## src/rtl/dbg_frame_rx_pkg.sv

```systemverilog
package dbg_frame_rx_pkg;

    localparam logic [7:0] SOF_BYTE   = 8'h1B;
    localparam logic [7:0] TOKEN_BYTE = 8'h0E;
    localparam logic [15:0] EVT_SEQ   = 16'hFFFF;
    localparam logic [15:0] CRC_INIT  = 16'hFFFF;
    localparam logic [15:0] CRC_POLY  = 16'h8408;

    typedef enum logic [2:0] {
        ST_HUNT,
        ST_SEQ,
        ST_LEN,
        ST_TOK,
        ST_BODY,
        ST_CRC
    } rx_state_t;

    typedef enum logic [2:0] {
        CAT_CMD   = 3'd0,
        CAT_INT   = 3'd1,
        CAT_OK    = 3'd2,
        CAT_FAIL  = 3'd3,
        CAT_UNDEF = 3'd4,
        CAT_EVT   = 3'd5
    } msg_cat_t;

endpackage

```

## src/rtl/dbg_crc16_byte.sv

```systemverilog
module dbg_crc16_byte #(
    parameter int          BYTE_W = 8,
    parameter logic [15:0] POLY   = 16'h8408
) (
    input  logic [15:0]       crc_in,
    input  logic [BYTE_W-1:0] data,
    output logic [15:0]       crc_out
);
    logic [15:0] stage [BYTE_W+1];

    assign stage[0] = crc_in ^ {{(16-BYTE_W){1'b0}}, data};

    for (genvar i = 0; i < BYTE_W; i++) begin : g_bit
        assign stage[i+1] = stage[i][0] ? ((stage[i] >> 1) ^ POLY)
                                        :  (stage[i] >> 1);
    end

    assign crc_out = stage[BYTE_W];
endmodule

```

## src/rtl/dbg_msg_classify.sv

```systemverilog
module dbg_msg_classify
    import dbg_frame_rx_pkg::*;
(
    input  logic [7:0] code,
    output msg_cat_t   cat
);
    always_comb begin
        unique casez (code[7:5])
            3'b00?:  cat = CAT_CMD;
            3'b01?:  cat = CAT_INT;
            3'b100:  cat = CAT_OK;
            3'b101:  cat = CAT_FAIL;
            3'b110:  cat = CAT_UNDEF;
            default: cat = CAT_EVT;
        endcase
    end
endmodule

```

## src/rtl/dbg_frame_rx.sv

```systemverilog
module dbg_frame_rx
    import dbg_frame_rx_pkg::*;
#(
    parameter int MAX_LEN = 100000
) (
    input  logic        clk,
    input  logic        rst,
    input  logic [7:0]  in_data,
    input  logic        in_valid,
    output logic        in_ready,
    output logic [7:0]  body_data,
    output logic        body_valid,
    output logic        body_first,
    output logic        body_last,
    output logic        frame_good,
    output logic        frame_bad,
    output logic [15:0] seq_num,
    output logic        seq_event,
    output logic [2:0]  cat,
    output logic        cat_valid
);
    localparam int LEN_W = 32;
    localparam logic [LEN_W-1:0] LEN_LIMIT = LEN_W'(MAX_LEN);

    typedef struct packed {
        rx_state_t        st;
        logic [1:0]       idx;
        logic [7:0]       lo_hold;
        logic [15:0]      seq;
        logic             seq_evt;
        logic [LEN_W-1:0] len;
        logic [LEN_W-1:0] rem;
        logic             first;
        logic [15:0]      crc;
        logic [7:0]       bdata;
        logic             bvalid;
        logic             bfirst;
        logic             blast;
        logic             good;
        logic             bad;
        msg_cat_t         cat;
        logic             cat_v;
    } rx_regs_t;

    localparam rx_regs_t RESET_VAL = '{
        st: ST_HUNT, idx: 2'd0, lo_hold: 8'd0, seq: 16'd0, seq_evt: 1'b0,
        len: '0, rem: '0, first: 1'b0, crc: CRC_INIT, bdata: 8'd0,
        bvalid: 1'b0, bfirst: 1'b0, blast: 1'b0, good: 1'b0, bad: 1'b0,
        cat: CAT_CMD, cat_v: 1'b0
    };

    rx_regs_t    q, d;
    logic [15:0] crc_seed, crc_next;
    msg_cat_t    cat_now;
    logic [LEN_W-1:0] len_full;

    assign crc_seed = (q.st == ST_HUNT) ? CRC_INIT : q.crc;
    assign len_full = {in_data, q.len[23:0]};

    dbg_crc16_byte #(.BYTE_W(8), .POLY(CRC_POLY)) u_crc (
        .crc_in (crc_seed),
        .data   (in_data),
        .crc_out(crc_next)
    );

    dbg_msg_classify u_cls (
        .code(in_data),
        .cat (cat_now)
    );

    always_comb begin
        d        = q;
        d.bvalid = 1'b0;
        d.bfirst = 1'b0;
        d.blast  = 1'b0;
        d.good   = 1'b0;
        d.bad    = 1'b0;
        if (in_valid) begin
            unique case (q.st)
                ST_HUNT: begin
                    if (in_data == SOF_BYTE) begin
                        d.st    = ST_SEQ;
                        d.idx   = 2'd0;
                        d.crc   = crc_next;
                        d.cat_v = 1'b0;
                    end
                end
                ST_SEQ: begin
                    d.crc = crc_next;
                    if (q.idx == 2'd0) begin
                        d.lo_hold = in_data;
                        d.idx     = 2'd1;
                    end else begin
                        d.seq     = {in_data, q.lo_hold};
                        d.seq_evt = ({in_data, q.lo_hold} == EVT_SEQ);
                        d.st      = ST_LEN;
                        d.idx     = 2'd0;
                    end
                end
                ST_LEN: begin
                    d.crc = crc_next;
                    d.idx = q.idx + 2'd1;
                    unique case (q.idx)
                        2'd0: d.len[7:0]   = in_data;
                        2'd1: d.len[15:8]  = in_data;
                        2'd2: d.len[23:16] = in_data;
                        default: begin
                            d.len = len_full;
                            if (len_full > LEN_LIMIT) begin
                                d.bad = 1'b1;
                                d.st  = ST_HUNT;
                            end else begin
                                d.st  = ST_TOK;
                            end
                        end
                    endcase
                end
                ST_TOK: begin
                    d.crc   = crc_next;
                    d.idx   = 2'd0;
                    d.rem   = q.len;
                    d.first = 1'b1;
                    if (in_data != TOKEN_BYTE) begin
                        d.bad = 1'b1;
                        d.st  = ST_HUNT;
                    end else if (q.len == '0) begin
                        d.st  = ST_CRC;
                    end else begin
                        d.st  = ST_BODY;
                    end
                end
                ST_BODY: begin
                    d.crc    = crc_next;
                    d.bdata  = in_data;
                    d.bvalid = 1'b1;
                    d.bfirst = q.first;
                    d.blast  = (q.rem == LEN_W'(1));
                    d.first  = 1'b0;
                    d.rem    = q.rem - LEN_W'(1);
                    if (q.first) begin
                        d.cat   = cat_now;
                        d.cat_v = 1'b1;
                    end
                    if (q.rem == LEN_W'(1)) begin
                        d.st  = ST_CRC;
                        d.idx = 2'd0;
                    end
                end
                default: begin
                    if (q.idx == 2'd0) begin
                        d.lo_hold = in_data;
                        d.idx     = 2'd1;
                    end else begin
                        d.good = ({in_data, q.lo_hold} == q.crc);
                        d.bad  = ({in_data, q.lo_hold} != q.crc);
                        d.st   = ST_HUNT;
                        d.idx  = 2'd0;
                    end
                end
            endcase
        end
    end

    always_ff @(posedge clk) begin
        if (rst) q <= RESET_VAL;
        else     q <= d;
    end

    assign in_ready   = 1'b1;
    assign body_data  = q.bdata;
    assign body_valid = q.bvalid;
    assign body_first = q.bfirst;
    assign body_last  = q.blast;
    assign frame_good = q.good;
    assign frame_bad  = q.bad;
    assign seq_num    = q.seq;
    assign seq_event  = q.seq_evt;
    assign cat        = q.cat;
    assign cat_valid  = q.cat_v;
endmodule

```

## config.mk

```make
export PLATFORM = sky130hd
export DESIGN_NAME = dbg_frame_rx
export DESIGN_NICKNAME = d
export VERILOG_FILES = /design/src/rtl/dbg_frame_rx_pkg.sv /design/src/rtl/dbg_crc16_byte.sv /design/src/rtl/dbg_msg_classify.sv /design/src/rtl/dbg_frame_rx.sv
export SDC_FILE = /design/constraint.sdc
export NUM_CORES = 1
export LEC_CHECK = 0
export ABC_AREA = 1
export BUFFER_PORTS_ARGS = -buffer_cell sky130_fd_sc_hd__buf_2
export CAP_MARGIN = 20
export CELL_PAD_IN_SITES_DETAIL_PLACEMENT = 1
export CELL_PAD_IN_SITES_GLOBAL_PLACEMENT = 1
export CORE_ASPECT_RATIO = 0.7
export CORE_MARGIN = 2
export CORE_UTILIZATION = 44
export DETAILED_ROUTE_END_ITERATION = 16
export GPL_ROUTABILITY_DRIVEN = 1
export PLACE_DENSITY = 0.77
export SETUP_SLACK_MARGIN = 0.4
export SYNTH_ARGS = -nofsm -noshare
export SYNTH_HDL_FRONTEND = slang
export SYNTH_SLANG_ARGS = --single-unit
```

## constraint.sdc

```tcl
create_clock -name clk -period 3.35 [get_ports clk]
set_input_delay 0.335 -clock clk [delete_from_list [all_inputs] [get_ports clk]]
set_output_delay 0.335 -clock clk [all_outputs]
set_load 0.05 [all_outputs]
```

## Word-level counts from Yosys, hierarchy flattened

Cells that the tools add are included.

| word-level totals | value |
|---|---|
| flip-flop bits (word level) | 128 |
| bits in latches | 0 |
| RAM bits | 0 |
| bits in read-only memories | 0 |
| input bits | 11 |
| output and inout port bits | 35 |
| word-level logic and storage cells | 118 |
| memories kept | 0 |

| cells by class | value |
|---|---|
| $add $sub $neg | 2 |
| multipliers | 0 |
| div/mod/pow operators | 0 |
| order comparisons | 1 |
| eq/ne operators | 22 |
| shift-type cells | 0 |
| mux-type cells | 32 |
| bitwise logic cells | 14 |
| reductions and logical operators | 27 |

Operators with widths:

| kind | number |
|---|---|
| $mux 16 | 10 |
| $pmux 33 s2 | 1 |
| $eq 32x1->1 const B | 1 |
| $gt 32x17->1 const B | 1 |
| $logic_not 32->1 | 1 |
| $pmux 16 s2 | 1 |
| $sub 32x1->32 const B | 1 |
| $reduce_and 3->1 | 9 |
| $pmux 5 s5 | 1 |
| $not 2->3 | 8 |
| $eq 16x16->1 | 1 |
| $eq 16x16->1 const B | 1 |
| $ne 16x16->1 | 1 |
| $xor 16x8->16 | 1 |
| $mux 3 | 5 |
| $pmux 3 s5 | 1 |
| $eq 3x3->1 const B | 4 |
| $mux 5 | 2 |
| $reduce_or 3->1 | 3 |
| $eq 8x5->1 const B | 1 |
| $mux 1 | 8 |
| $ne 2x2->1 const B | 4 |
| $ne 8x4->1 const B | 1 |
| $reduce_or 4->1 | 2 |
| other kinds (19) | 29 |

## Longest topological paths before layout

| depth | value |
|---|---|
| depth after elaboration | 21 |
| mapped depth | 12 |
| depth with buffers taken out | 11 |

## Cells and area by module

A second synthesis with hierarchy kept.

| second synthesis, totals | value |
|---|---|
| cell total of the unflattened synthesis | 1064 |
| area, all modules | 7034.2 um2 |

By module, submodules not included:

| module | instances | cells each | area an instance (um2) |
|---|---|---|---|
| dbg_frame_rx | 1 | 940 | 6511.2 |
| dbg_crc16_byte | 1 | 117 | 496.7 |
| dbg_msg_classify | 1 | 7 | 26.3 |

## Worst setup path after synthesis

Ideal clock, no wire load.

| timing path | value |
|---|---|
| path kind | input -> register |
| start point | input in_data[6] |
| end point | register q[21] (netlist name) |
| library setup time | 0.123 ns |
| arrival | 1.443 ns |
| data required time | 3.227 ns |
| setup slack | 1.784 ns |
| stages on the path | 12 |
| path buffers | 2 |
| cell sequence | buf_2 -> inv_2 -> nand2_1 -> nor3_1 -> nand2_1 -> nand2_1 -> nand2_1 -> nor2_2 -> inv_1 -> buf_4 -> a21oi_1 -> o21ai_0 |

| between the ends | value |
|---|---|
| word-level cells in the longest chain between the ends | 3 |

Ends and longest elaborated chain:

| item | RTL line | RTL |
|---|---|---|
| from (decl) | dbg_frame_rx.sv:8 | `input logic [7:0] in_data,` |
| $eq 8x5->1 | dbg_frame_rx.sv:81 | `if (in_data == SOF_BYTE) begin` |
| $ne 2x1->1 (no source line) | n/a |  |
| $reduce_and 3->1 (no source line) | n/a |  |
| to (signal assigned) | dbg_frame_rx.sv:165 | `if (rst) q <= RESET_VAL;` |
| to (signal assigned) | dbg_frame_rx.sv:166 | `else q <= d;` |
| to (decl) | dbg_frame_rx.sv:52 | `rx_regs_t q, d;` |

Every way passes these cells.
A chain may end at the register's enable or synchronous reset.

## Worst setup path after layout

| timing path | value |
|---|---|
| start point | register q[125] (netlist name) |
| end point | register q[23] (netlist name) |

| between the ends | value |
|---|---|
| word-level cells in the longest chain between the ends | 14 |

Ends and longest elaborated chain:

| item | RTL line | RTL |
|---|---|---|
| $logic_not 3->1 | dbg_frame_rx.sv:57, dbg_frame_rx.sv:79 |  |
| $mux 16 | dbg_frame_rx.sv:57 | `assign crc_seed = (q.st == ST_HUNT) ? CRC_INIT : q.crc;` |
| $xor 16x8->16 | dbg_crc16_byte.sv:11 | `assign stage[0] = crc_in ^ {{(16-BYTE_W){1'b0}}, data};` |
| $mux 16 (3 in series) | dbg_crc16_byte.sv:14 | `assign stage[i+1] = stage[i][0] ? ((stage[i] >> 1) ^ POLY)` |
| $not 2->3 (no source line) | n/a |  |
| $mux 16 (5 in series) | dbg_crc16_byte.sv:14 |  |
| $mux 16 | dbg_frame_rx.sv:81 |  |
| $pmux 16 s2 | dbg_frame_rx.sv:79 | `unique case (q.st)` |

Several ways; a longest one is shown, not always the timed one. The select of a mux whose other input is x is not followed.

==> key figures <==
Status
  • Status: finished, final reports clean

Critical path
  • CP endpoint kind: flop
  • Worst R2R Start: q[125]$_SDFFE_PP0P_
  • R2R Setup Slk: roughly 980 ps
  • Highest-delay cell along the critical path: dfxtp_1
  • Setup crit start: q[125]$_SDFFE_PP0P_
  • Worst Reg-to-Reg Cells: 9
  • Req. time, crit path: 3640 ps
  • Top fanout value on the critical path: 22
  • Most common cell on crit path: nand2_1
  • CP Data Arrival Time: 2660 ps
  • Crit-path max cell delay: slightly below 500 ps
  • Setup crit start kind: flop
  • Crit path kind: flop to flop
  • Reg2reg end: q[23]$_SDFFE_PP1P_
  • Critical-path cell list: nor2_4, nand2_8, inv_2, nand2_1, nand2_1, nor2_2, inv_1, a21oi_1, o21ai_0

Logic synthesis
  • Synth Net Count: 1011
  • Post-Syn Instances: about 990
  • Post-synth ARST share: 0%
  • Post-synth top area cell: dfxtp_1
  • Synthesis warning total: 0
  • Mapped Area: a little under 7000 sq um
  • Flops & latches, synth: approximately 130
  • Post-synthesis cell type count: 38
  • Synth area leaders: dfxtp_1 37%, a21oi_1 9.3%, o21ai_0 9.1%
  • Main flop type after synthesis: dfxtp_1
  • Yosys top cell area share: 36.87%
  • Post-synthesis sequential area ratio: approximately 37%
  • Most frequent cell after synthesis: nand2_1
  • Syn Area/Cell: ~7 sq um
  • Post-synth EDFFs: 0
  • Post-synth top cells: 149 x nand2_1, 129 x a21oi_1, 128 x dfxtp_1, 126 x o21ai_0, 111 x nor2_1

Clock network
  • CTS sink cnt: 128
  • CTS root buf: clkbuf_16
  • Worst-path clk slew: around 60 ps
  • Longest Clk Path Bufs: 2
  • CTS buffer count: 17
  • CTS H-Tree Depth: 4
  • CTS tree: built
  • Post-CTS setup buffers: 0
  • Cts hold-fix bufs: 0
  • Clk_lat worst skew: roughly 440 ps
  • PostCTS Resize Cnt: 0

Drt
  • Final wirelength: 22880 um
  • DR WL/cell: roughly 19 um
  • Routed Antenna Nets: 0
  • Vias per std cell: 5.538
  • Post-route DRC: 0
  • Via count: between 6000 and 7000
  • Drt pass-1 iters: 4
  • DRT iter0 DRCs: 477

Placement
  • RePlAce Congestion: 0.8847
  • Post-DP HPWL: ~16000 um
  • Port-buffer cells: 44
  • Placed instance area: between 7000 and 8000 sq um

Layout
  • N_diodes: 0
  • FF/Latch Area: about 2600 sq um
  • Area of the multi-input gates: approximately 3500 sq um
  • Fin util: between 40% and 50%
  • Fillers: between 1500 and 2000
  • Area Overhead vs Synth: 9.471%
  • Net count of the finished layout: around 1000
  • Cell area after layout: about 7600 sq um
  • Share of cells above drive strength 1: ~11%

GRT
  • Largest net degree at the start of global routing: 46
  • GRT Util Overall: around 28%
  • Initial antenna violation count: 0
  • Total gr overflow: 0
  • First-pass GRT wire length: between 30000 and 40000 um
  • Vias in the first global route: 6555

Floorplan
  • Core footprint: between 15000 and 20000 sq um
  • # IOs: between 40 and 50
  • Die H: about 110 um
  • Die area: about 17000 sq um
  • Initial Util: between 40% and 50%
  • Die W: between 150 and 200 um
  • Row cnt: 38

Power and ir drop
  • Worst vdd ir: around 0.25 mV
  • Psw: 0.0008548 W
  • Combinational power share: between 3 and 4%
  • Pleak: ~3.3 nW
  • Sequential share of power: a little over two fifths
  • Clock power frac: ~54%
  • Total Power: 0.003600 W
  • Switching Fraction: around a quarter
  • Cell area power density: 473.3 nW/um^2
  • Int Pwr: approximately 0.0027 W

Timing
  • Tmin final: about 2400 ps
  • RSZ-0062 raised after global routing: false
  • Hold_ws: 319.3 ps
  • Slew Viols, Final: 0
  • Final period util: between 70% and 80%
  • F_max: 0.4221 GHz
  • Setup TNS: 0 ps
  • Post-Route Skew: 9.345 ps
  • Relative slew slack: between 40% and 50%
  • Final setup fails: 0
  • Worst slew pin tran: slightly above 800 ps
  • Final hold vios: 0

Job
  • Max-cap violations: 0

Worst hold path
  • HP Start: in_data[7]
  • Worst hold stages: 3
  • WHS Endpoint: cat[1]$_SDFFE_PP0P_
  • HP Class: input port to flop
[layout by cell type, fill, tap and decap left out, types with 4 or more instances in the layout]
| cell | synthesis | final |
|---|---|---|
| a21oi_1 | 129 | 129 |
| buf_2 | 24 | 44 |
| buf_4 | 31 | 5 |
| clkbuf_16 | 0 | 17 |
| clkinvlp_4 | 0 | 5 |
| dfxtp_1 | 128 | 128 |
| ha_1 | 6 | 6 |
| inv_1 | 102 | 101 |
| inv_2 | 6 | 7 |
| nand2_1 | 149 | 149 |
| nand3_1 | 49 | 49 |
| nand4_1 | 15 | 15 |
| nor2_1 | 111 | 111 |
| nor3_1 | 14 | 14 |
| o21ai_0 | 126 | 126 |
| o21ai_1 | 4 | 4 |
| o22ai_1 | 4 | 4 |
| xnor2_1 | 30 | 30 |
| xor2_1 | 10 | 10 |
| xor2_2 | 7 | 7 |
[critical path: cells and delay by family, from the launching register on]
kind	cells	cell delay, ps
buf+inv	2	550
flops	1	490
compound gates	2	370
simple gates	5	800
[sequential cells by signal, indices dropped and copies added (netlist names), 3 cells and up]
| name | count |
|---|---|
| body_data | 8 |
| cat | 3 |
| q | 70 |
| seq_num | 16 |
| len_full | 24 |
[power by group through the flow]
stage	sequential (W)	clock, W	combinational (W)
floorplan	0.00156	0	0.0000939
global placement	0.00156	0	0.000129
detailed placement	0.00156	0	0.000132
CTS	0.00153	0.00195	0.000134
global route	0.00153	0.00202	0.000146
finish	0.00153	0.00194	0.000137
[layout make-up]
class,count,share of cell area [%]
Clock inverter,13,2.155
Tap cell,200,3.289
Clock buffer,19,5.822
Multi-Input combinational cell,682,46.33
Sequential cell,128,33.68
Inverter,108,5.329
Timing Repair Buffer,49,3.388
[logic make-up (layout without fill, tap and decap cells)]
family          count (synthesis)  in the layout  share of synthesized area [%]
simple gates                  356            356                          22.34
compound gates                270            270                          19.77
buf+inv                       184            189                          12.41
flops                         128            128                          36.87
xor+xnor                       49             49                          7.472
fa+ha+maj                       6              6                          1.080
other cells                     1              1                        0.05396
[per-layer routing]
metal / track usage (%) / vias to the layer above / share of wire [%]
li1: - / 3190 / -
met1: 41.18 / 3278 / 52
met5: 0 / - / 0
met4: 8.812 / 0 / 1.3
met3: 6.598 / 22 / 6.0
met2: 41.58 / 150 / 41
[worst max path at each step]
stage	endpoint	cells after the start
3_3_place_gp	q[21]$_SDFFE_PP1P_	11
3_5_place_dp	q[21]$_SDFFE_PP1P_	11
4_1_cts	q[23]$_SDFFE_PP1P_	9
5_1_grt	q[23]$_SDFFE_PP1P_	9
6_report	q[23]$_SDFFE_PP1P_	9
2_1_floorplan	q[21]$_SDFFE_PP1P_	12
[per-stage QoR]
step                      setup slack (ps)  instances
after floorplan                       1784        994
after global placement                1008       1167
after detailed placement             901.8       1167
after CTS                            982.2       1199
after global routing                 783.4       1199
final                                980.8       1199
Power figures use the tool's default switching activity.
